==> src/rtl/snd_irq_pkg.sv <==
package snd_irq_pkg;
  localparam int NSRC   = 11;
  localparam int DW     = 16;
  localparam int AW     = 4;
  localparam int LVW    = 3;
  localparam int NSLOT  = 8;
  localparam int SW_BIT = 5;
  localparam logic [NSRC-1:0] LVL_MASK = NSRC'(11'b010_0000_1000);

  typedef enum logic [AW-1:0] {
    RA_SPEND = 4'd0,
    RA_SEN   = 4'd1,
    RA_SCLR  = 4'd2,
    RA_MPEND = 4'd3,
    RA_MEN   = 4'd4,
    RA_MCLR  = 4'd5,
    RA_LV0   = 4'd6,
    RA_LV1   = 4'd7,
    RA_LV2   = 4'd8
  } reg_sel_e;
endpackage

==> src/rtl/irq_src_cond.sv <==
module irq_src_cond
  import snd_irq_pkg::*;
(
  input  logic            clk,
  input  logic            rst_n,
  input  logic [NSRC-1:0] req_i,
  output logic [NSRC-1:0] rise_o,
  output logic [NSRC-1:0] lvl_o
);
  logic [NSRC-1:0] prev_q, prev_d;

  always_comb begin
    prev_d = req_i;
    rise_o = req_i & ~prev_q & ~LVL_MASK;
    lvl_o  = req_i & LVL_MASK;
  end

  always_ff @(posedge clk or negedge rst_n) begin
    if (!rst_n) prev_q <= '0;
    else        prev_q <= prev_d;
  end
endmodule

==> src/rtl/irq_bank.sv <==
module irq_bank
  import snd_irq_pkg::*;
(
  input  logic            clk,
  input  logic            rst_n,
  input  logic [NSRC-1:0] rise_i,
  input  logic [NSRC-1:0] lvl_i,
  input  logic            we_pend,
  input  logic            we_en,
  input  logic            we_clr,
  input  logic [NSRC-1:0] wdata,
  output logic [NSRC-1:0] pend_o,
  output logic [NSRC-1:0] en_o,
  output logic [NSRC-1:0] act_o
);
  logic [NSRC-1:0] pend_q, pend_d, en_q, en_d;
  logic [NSRC-1:0] clr_vec, sw_vec, edge_nxt;

  always_comb begin
    clr_vec  = we_clr ? wdata : '0;
    sw_vec   = '0;
    sw_vec[SW_BIT] = we_pend & wdata[SW_BIT];
    edge_nxt = (pend_q & ~clr_vec) | rise_i | sw_vec;
    pend_d   = (edge_nxt & ~LVL_MASK) | (lvl_i & LVL_MASK);
    en_d     = we_en ? wdata : en_q;
  end

  always_ff @(posedge clk or negedge rst_n) begin
    if (!rst_n) begin
      pend_q <= '0;
      en_q   <= '0;
    end else begin
      pend_q <= pend_d;
      en_q   <= en_d;
    end
  end

  assign pend_o = pend_q;
  assign en_o   = en_q;
  assign act_o  = pend_q & en_q;

  AST_EDGE_CAPTURE: assert property (@(posedge clk) disable iff (!rst_n)
    (rise_i != '0) |=> ((pend_q & $past(rise_i)) == $past(rise_i)));
  AST_LEVEL_FOLLOW: assert property (@(posedge clk) disable iff (!rst_n)
    1'b1 |=> ((pend_q & LVL_MASK) == $past(lvl_i & LVL_MASK)));
  AST_CLEAR_WORKS: assert property (@(posedge clk) disable iff (!rst_n)
    (we_clr && rise_i == '0) |=> ((pend_q & $past(wdata & ~LVL_MASK)) == '0));
  AST_SW_ONLY: assert property (@(posedge clk) disable iff (!rst_n)
    (we_pend && !we_clr && rise_i == '0 && !wdata[SW_BIT])
      |=> ((pend_q & ~LVL_MASK) == $past(pend_q & ~LVL_MASK)));
endmodule

==> src/rtl/irq_lvl_enc.sv <==
module irq_lvl_enc
  import snd_irq_pkg::*;
(
  input  logic             clk,
  input  logic             rst_n,
  input  logic [NSRC-1:0]  act_i,
  input  logic [NSLOT-1:0] lv0_i,
  input  logic [NSLOT-1:0] lv1_i,
  input  logic [NSLOT-1:0] lv2_i,
  output logic [LVW-1:0]   ipl_o
);
  logic [LVW-1:0] ipl_q, ipl_d;

  always_comb begin
    ipl_d = '0;
    for (int i = 0; i < NSRC; i++) begin
      int s;
      logic [LVW-1:0] code;
      s    = (i < NSLOT) ? i : NSLOT - 1;
      code = {lv2_i[s], lv1_i[s], lv0_i[s]};
      if (act_i[i] && code > ipl_d) ipl_d = code;
    end
  end

  always_ff @(posedge clk or negedge rst_n) begin
    if (!rst_n) ipl_q <= '0;
    else        ipl_q <= ipl_d;
  end

  assign ipl_o = ipl_q;

  AST_IPL_HAS_SOURCE: assert property (@(posedge clk) disable iff (!rst_n)
    (ipl_q != '0) |-> ($past(act_i) != '0));
  AST_IPL_IDLE_ZERO: assert property (@(posedge clk) disable iff (!rst_n)
    ($past(act_i) == '0) |-> (ipl_q == '0));
endmodule

==> src/rtl/snd_irq_ctrl.sv <==
module snd_irq_ctrl
  import snd_irq_pkg::*;
(
  input  logic           clk,
  input  logic           rst_n,
  input  logic [2:0]     ext_irq_n,
  input  logic           midi_rx_avail,
  input  logic           dma_done,
  input  logic           tmr_a_ev,
  input  logic           tmr_b_ev,
  input  logic           tmr_c_ev,
  input  logic           midi_tx_empty,
  input  logic           smp_tick,
  input  logic           bus_we,
  input  logic [AW-1:0]  bus_addr,
  input  logic [DW-1:0]  bus_wdata,
  output logic [DW-1:0]  bus_rdata,
  output logic [LVW-1:0] snd_ipl,
  output logic           main_irq,
  output logic           main_dma_start
);
  logic [1:0] rst_sync_q;
  logic       rst_i_n;

  always_ff @(posedge clk or negedge rst_n) begin
    if (!rst_n) rst_sync_q <= 2'b00;
    else        rst_sync_q <= {rst_sync_q[0], 1'b1};
  end
  assign rst_i_n = rst_sync_q[1];

  logic [NSRC-1:0] req, rise, lvl;
  always_comb begin
    req        = '0;
    req[2:0]   = ~ext_irq_n;
    req[3]     = midi_rx_avail;
    req[4]     = dma_done;
    req[6]     = tmr_a_ev;
    req[7]     = tmr_b_ev;
    req[8]     = tmr_c_ev;
    req[9]     = midi_tx_empty;
    req[10]    = smp_tick;
  end

  irq_src_cond u_cond (
    .clk(clk), .rst_n(rst_i_n), .req_i(req), .rise_o(rise), .lvl_o(lvl)
  );

  localparam int NBANK = 2;
  logic [NSRC-1:0] pend [NBANK];
  logic [NSRC-1:0] en   [NBANK];
  logic [NSRC-1:0] act  [NBANK];

  for (genvar b = 0; b < NBANK; b++) begin : g_bank
    localparam logic [AW-1:0] BASE = (b == 0) ? RA_SPEND : RA_MPEND;
    irq_bank u_bank (
      .clk(clk), .rst_n(rst_i_n), .rise_i(rise), .lvl_i(lvl),
      .we_pend(bus_we && bus_addr == BASE),
      .we_en  (bus_we && bus_addr == BASE + AW'(1)),
      .we_clr (bus_we && bus_addr == BASE + AW'(2)),
      .wdata(bus_wdata[NSRC-1:0]),
      .pend_o(pend[b]), .en_o(en[b]), .act_o(act[b])
    );
  end

  logic [NSLOT-1:0] lv_q [LVW];
  logic [NSLOT-1:0] lv_d [LVW];
  always_comb begin
    for (int n = 0; n < LVW; n++) begin
      lv_d[n] = (bus_we && bus_addr == RA_LV0 + AW'(n)) ? bus_wdata[NSLOT-1:0] : lv_q[n];
    end
  end
  always_ff @(posedge clk or negedge rst_i_n) begin
    if (!rst_i_n) begin
      for (int n = 0; n < LVW; n++) lv_q[n] <= '0;
    end else begin
      for (int n = 0; n < LVW; n++) lv_q[n] <= lv_d[n];
    end
  end

  irq_lvl_enc u_enc (
    .clk(clk), .rst_n(rst_i_n), .act_i(act[0]),
    .lv0_i(lv_q[0]), .lv1_i(lv_q[1]), .lv2_i(lv_q[2]), .ipl_o(snd_ipl)
  );

  logic irq_q, irq_d;
  assign main_irq = |act[1];
  assign irq_d    = main_irq;
  always_ff @(posedge clk or negedge rst_i_n) begin
    if (!rst_i_n) irq_q <= 1'b0;
    else          irq_q <= irq_d;
  end
  assign main_dma_start = main_irq & ~irq_q;

  always_comb begin
    bus_rdata = '0;
    case (bus_addr)
      RA_SPEND: bus_rdata[NSRC-1:0]  = pend[0];
      RA_SEN:   bus_rdata[NSRC-1:0]  = en[0];
      RA_MPEND: bus_rdata[NSRC-1:0]  = pend[1];
      RA_MEN:   bus_rdata[NSRC-1:0]  = en[1];
      RA_LV0:   bus_rdata[NSLOT-1:0] = lv_q[0];
      RA_LV1:   bus_rdata[NSLOT-1:0] = lv_q[1];
      RA_LV2:   bus_rdata[NSLOT-1:0] = lv_q[2];
      default:  bus_rdata = '0;
    endcase
  end

  AST_MAIN_GATED: assert property (@(posedge clk) disable iff (!rst_i_n)
    main_irq |-> (en[1] != '0));
  AST_TRIG_ONE_CYCLE: assert property (@(posedge clk) disable iff (!rst_i_n)
    main_dma_start |=> !main_dma_start);
  AST_TRIG_ON_RISE: assert property (@(posedge clk) disable iff (!rst_i_n)
    main_dma_start |-> (main_irq && !$past(main_irq)));
  AST_RDATA_UPPER: assert property (@(posedge clk) disable iff (!rst_i_n)
    bus_rdata[DW-1:NSRC] == '0);
endmodule

==> config.mk <==
export PLATFORM = sky130hd
export DESIGN_NAME = snd_irq_ctrl
export DESIGN_NICKNAME = d
export VERILOG_FILES = /design/src/rtl/snd_irq_pkg.sv /design/src/rtl/irq_src_cond.sv /design/src/rtl/irq_bank.sv /design/src/rtl/irq_lvl_enc.sv /design/src/rtl/snd_irq_ctrl.sv
export SDC_FILE = /design/constraint.sdc
export NUM_CORES = 1
export LEC_CHECK = 0
export ABC_AREA = 1
export BUFFER_PORTS_ARGS = -buffer_cell sky130_fd_sc_hd__buf_4
export CAP_MARGIN = 20
export CELL_PAD_IN_SITES_DETAIL_PLACEMENT = 1
export CELL_PAD_IN_SITES_GLOBAL_PLACEMENT = 1
export CORE_AREA = 2 2 107 99
export DETAILED_ROUTE_END_ITERATION = 8
export DIE_AREA = 0 0 109 101
export PLACE_DENSITY_LB_ADDON = 0.1
export SLEW_MARGIN = 15
export SYNTH_ARGS = -nofsm -noshare
export SYNTH_HDL_FRONTEND = slang
export SYNTH_SLANG_ARGS = --single-unit
export TNS_END_PERCENT = 5
==> constraint.sdc <==
create_clock -name clk -period 4.8 [get_ports clk]
set_input_delay 0.96 -clock clk [delete_from_list [all_inputs] [get_ports clk]]
set_output_delay 0.96 -clock clk [all_outputs]
set_load 0.02 [all_outputs]
==> results <==
- The peak ir drop on the vdd network is 0.000350 V.
- The required time reported for the critical path endpoint is 5.10 ns.
- The flow ran to the end, but the final reports show violations.
- The clock tree skew after final layout is 0.0143 ns.
- Cell internal power was estimated by the tool at 1.95 mW.
- The portion of the post-synthesis area used by sequential elements is 44.2%.
- The count of endpoints failing hold in the final timing report came to 0.
- The remaining global-route overflow is 0.
- Setup repair after global routing could not meet its margin everywhere.
- The clock transition at the registers of the reported paths is 0.10 ns.
- The relative slew slack is 44.7%.
- The x dimension of the die is 109 µm.
- The final estimated routing congestion in global placement is 0.875.
- The cell with the most instances on the worst path is sky130_fd_sc_hd__nand2_2.
- The core area is 9940 µm².
- The number of buffers and inverters on the critical path is 7.
- The setup TNS after final layout is -14.43 ns.
- After the last flow step, the layout net total stands at 767.
- The half-perimeter wire length of the detailed placement result is 11300 µm.
- The pre-antenna-repair detailed-routing pass consisted of 4 iterations.
- The synthesized area per cell is 7.76 µm².
- The wire length of the first global-routing pass is 27000 µm.
- Using the TritonRoute via totals, the vias-per-cell ratio works out to 5.69.
- In this run, flip-flops and latches consume 25.2% of the power.
- The number of storage elements in the synthesis netlist is 80.
- For this design the ratio of total power to cell area is 564 nW/µm².
- In this run, placement finished with an instance count of 819.
- The endpoint identified for the worst register-to-register timing path is u_enc.ipl_o[1].
- The number of DRC markers in iteration 0 is 250.
- The top cell types in the final layout, fill and taps aside, are sky130_fd_sc_hd__buf_4 (129), sky130_fd_sc_hd__nand2_1 (104), sky130_fd_sc_hd__o21ai_0 (87), sky130_fd_sc_hd__inv_1 (80), sky130_fd_sc_hd__dfrtp_1 (79).
- The checks that failed: negative setup slack.
- The floorplan has 35 rows.
- The number of CTS-inserted buffers is 9.
- The tree is rooted in a sky130_fd_sc_hd__clkbuf_8.
- The startpoint of the worst register-to-register path is g_bank[0].u_bank.en_o[0].
- The cell with the largest stage delay on the worst path is sky130_fd_sc_hd__dfrtp_1.
- The clock tree from TritonCTS is built.
- The die outline area is 11000 µm².
- The via count of the first global-routing pass is 5129.
- The maximum clock frequency is 104 MHz.
- The final non-filler cell total is 852.
- The smallest clock period supported by the final layout is computed as 9.62 ns.
- The final route contains 4852 vias.
- The number of warnings printed during yosys synthesis is 0.
- Across the run, the number of max-cap violations was 0.
- The number of nets still failing antenna checks after routing is 0.
- The gate count after technology mapping is 584.
- In the final routed layout, each cell accounts on average for 20.9 µm.
- The diode insertion count for antenna repair is 0.
- The number of different library cells used by synthesis comes to 32.
- 54 I/O pins were placed.
- The area growth from synthesis to layout is 38.2%.
- The slack of the worst reg-to-reg path is -4.82 ns.
- The deepest level of the CTS H-tree is 3.
- STA classifies the critical path endpoint as a register.
- Of the cells placed in the final design, the portion with a size suffix greater than 1 is 35.4%.
- The analysis attributes to cell leakage a power of 3.07 nW.
- The transition time of the tightest slew-check pin is 0.827 ns.
- The cell family contributing the most delay on the critical path is simple AND/OR/NAND/NOR gates.
- The category of the worst setup path launch point is a register.
- The final-report setup violation count is 3.
- The netlist area before placement is 4530 µm².
- OpenSTA, run right after detailed placement, puts the worst setup slack at -4.73 ns.
- The clock latency on the worst-skew pair is 0.37 ns.
- The routed wire length is 17800 µm.
- The quantity of I/O buffers inserted on ports is 43.
- In this run the worst path has a maximum fanout of 4.
- Counting cells, the worst reg-to-reg path comes to 73.
- After detailed routing, the number of remaining DRC violations is 0.
- The number of buffers inserted by hold repair at cts is 0.
- The number of antenna violations at the first check in global routing is 0.
- The analysis attributes to net switching a power of 1.58 mW.
- Combinational logic is responsible for 60.9% of the overall power.
- Data arrives at the worst endpoint at 9.92 ns.
- The most common cell after layout, fill and taps aside is sky130_fd_sc_hd__buf_4.
- Of the total power, the share spent switching nets is 44.8%.
- The critical path start-end classification is register to register.
- Entering global routing, the biggest net connects 79 pins.
- The floorplan step set the die height to 101 µm.
- The final number of max-transition violations is 0.
- On the worst path, the slowest cell contributes a delay of 0.40 ns.
- Of the total power, the clock network draws 13.9%.
- The maximum buffer depth of the clock tree is 2.
- Across all setup checks in the final design, the least slack found is -4.82 ns.
- The post-route clock period utilization is 201%.
- The initial core utilization is 45.6%.
- The number of clock sinks is 80.
- Global routing consumed, over all layers together, 32.4% of the routing resources.
- The min-delay analysis places its worst path in the category register to async pin.
==> cell usage after synthesis <==
master | number | area (µm²)
sky130_fd_sc_hd__conb_1 | 2 | 7.51
sky130_fd_sc_hd__nand3_1 | 45 | 225
sky130_fd_sc_hd__or2_1 | 1 | 6.26
sky130_fd_sc_hd__clkinv_2 | 2 | 10.0
sky130_fd_sc_hd__a211oi_4 | 1 | 20.0
sky130_fd_sc_hd__o21ai_0 | 99 | 495
sky130_fd_sc_hd__o2111ai_1 | 1 | 8.76
sky130_fd_sc_hd__nor2_2 | 2 | 12.5
sky130_fd_sc_hd__a31oi_1 | 1 | 6.26
sky130_fd_sc_hd__nand2_1 | 124 | 465
sky130_fd_sc_hd__a21oi_4 | 1 | 16.3
sky130_fd_sc_hd__a221oi_1 | 4 | 35.0
sky130_fd_sc_hd__or2_2 | 2 | 12.5
sky130_fd_sc_hd__a21oi_1 | 22 | 110
sky130_fd_sc_hd__clkbuf_1 | 8 | 30.0
sky130_fd_sc_hd__nand2_2 | 23 | 144
sky130_fd_sc_hd__a211oi_1 | 3 | 22.5
sky130_fd_sc_hd__inv_2 | 2 | 7.51
sky130_fd_sc_hd__buf_4 | 5 | 37.5
sky130_fd_sc_hd__o22ai_1 | 11 | 68.8
sky130_fd_sc_hd__nor3_1 | 5 | 25.0
sky130_fd_sc_hd__xor2_1 | 1 | 8.76
sky130_fd_sc_hd__nor2_4 | 1 | 11.3
sky130_fd_sc_hd__inv_1 | 85 | 319
sky130_fd_sc_hd__dfrtp_1 | 80 | 2000
sky130_fd_sc_hd__nor2_1 | 18 | 67.6
sky130_fd_sc_hd__and2_1 | 1 | 6.26
sky130_fd_sc_hd__a22o_1 | 1 | 8.76
sky130_fd_sc_hd__ha_1 | 16 | 200
sky130_fd_sc_hd__nand4_1 | 5 | 31.3
sky130_fd_sc_hd__nand3_2 | 9 | 90.1
sky130_fd_sc_hd__o31ai_1 | 3 | 22.5
==> stage by stage <==
stage          utilization (%)  instance area, µm²  power (mW)  hold slack (ns)
3_5_place_dp              56.4                5600        2.48            0.360
6_report                  63.0                6270        3.54            0.300
5_1_grt                   63.0                6270        3.73            0.335
3_3_place_gp              56.1                5580        2.35            0.337
4_1_cts                   61.4                6110        3.22            0.343
2_1_floorplan                -                4630        1.86            0.331
==> how the worst max path moves through the flow <==
stage,startpoint,to,depth (start not counted)
after global routing,g_bank[0].u_bank.en_o[0],u_enc.ipl_o[1],73
after CTS,g_bank[0].u_bank.en_o[0],u_enc.ipl_o[1],72
after global placement,g_bank[0].u_bank.en_o[0],u_enc.ipl_o[2],74
final,g_bank[0].u_bank.en_o[0],u_enc.ipl_o[1],73
after detailed placement,g_bank[0].u_bank.en_o[0],u_enc.ipl_o[1],73
after floorplan,g_bank[0].u_bank.en_o[0],u_enc.ipl_o[2],74
==> metal layers <==
metal  up-vias  wire [µm]  track usage (%)
met3        33        971             6.33
met1      2439       7630             42.3
met4         0        342             10.7
met2       189       8880             54.1
li1       2191          -                -
met5         -          0                0
==> sequential cells by signal (all words and copies together), names as in the netlist <==
name and flops:
irq_q 1, g_bank.u_bank.pend_o 20, u_enc.ipl_o 3, g_bank.u_bank.en_o 22, rst_sync_q 2, lv_q 24, u_cond.prev_q 8
==> power by group through the flow <==
stage	registers (mW)	logic, mW	clock network (mW)
finish	0.890	2.15	0.493
global placement	0.889	1.47	0
CTS	0.890	1.83	0.499
global route	0.904	2.29	0.528
detailed placement	0.898	1.58	0
floorplan	0.887	0.971	0
==> kinds of logic (layout without fill, tap and decap cells) <==
| group | count (synthesis) | in the layout | share of synthesized area [%] |
|---|---|---|---|
| other | 2 | 6 | 0.166 |
| DFF | 80 | 80 | 44.2 |
| AOI/OAI and AO/OA | 147 | 147 | 18.0 |
| and+or+nand+nor | 236 | 236 | 24.2 |
| buffers and inverters | 102 | 237 | 8.91 |
| adders and majority gates | 16 | 16 | 4.41 |
| xor gates and xnor gates | 1 | 1 | 0.193 |
==> layout make-up <==
class | count | area (µm²)
tap | 129 | 161
clock buffer | 10 | 138
fill | 1220 | 3670
clock inverter | 6 | 52.6
sequential | 80 | 2010
multi-input combinational | 406 | 2550
inverter | 89 | 337
timing repair buffer | 132 | 1020
==> worst reg2reg max path: cells and delay by family (launching register included) <==
kind            cells  cell delay (ns)
fa+ha+maj          10             2.51
simple gates       42             4.24
buf+inv             7             0.58
compound gates     14             1.81
flops               1             0.40
==> timing repair <==
item                                    4_1_cts  5_1_grt
setup buffers                                10        6
hold endpoints to repair                      0        0
pin swaps                                    29       23
gates resized for setup                      46       20
endpoints found under the setup margin        3        3
No activity file was read; power rests on OpenSTA's default activity.
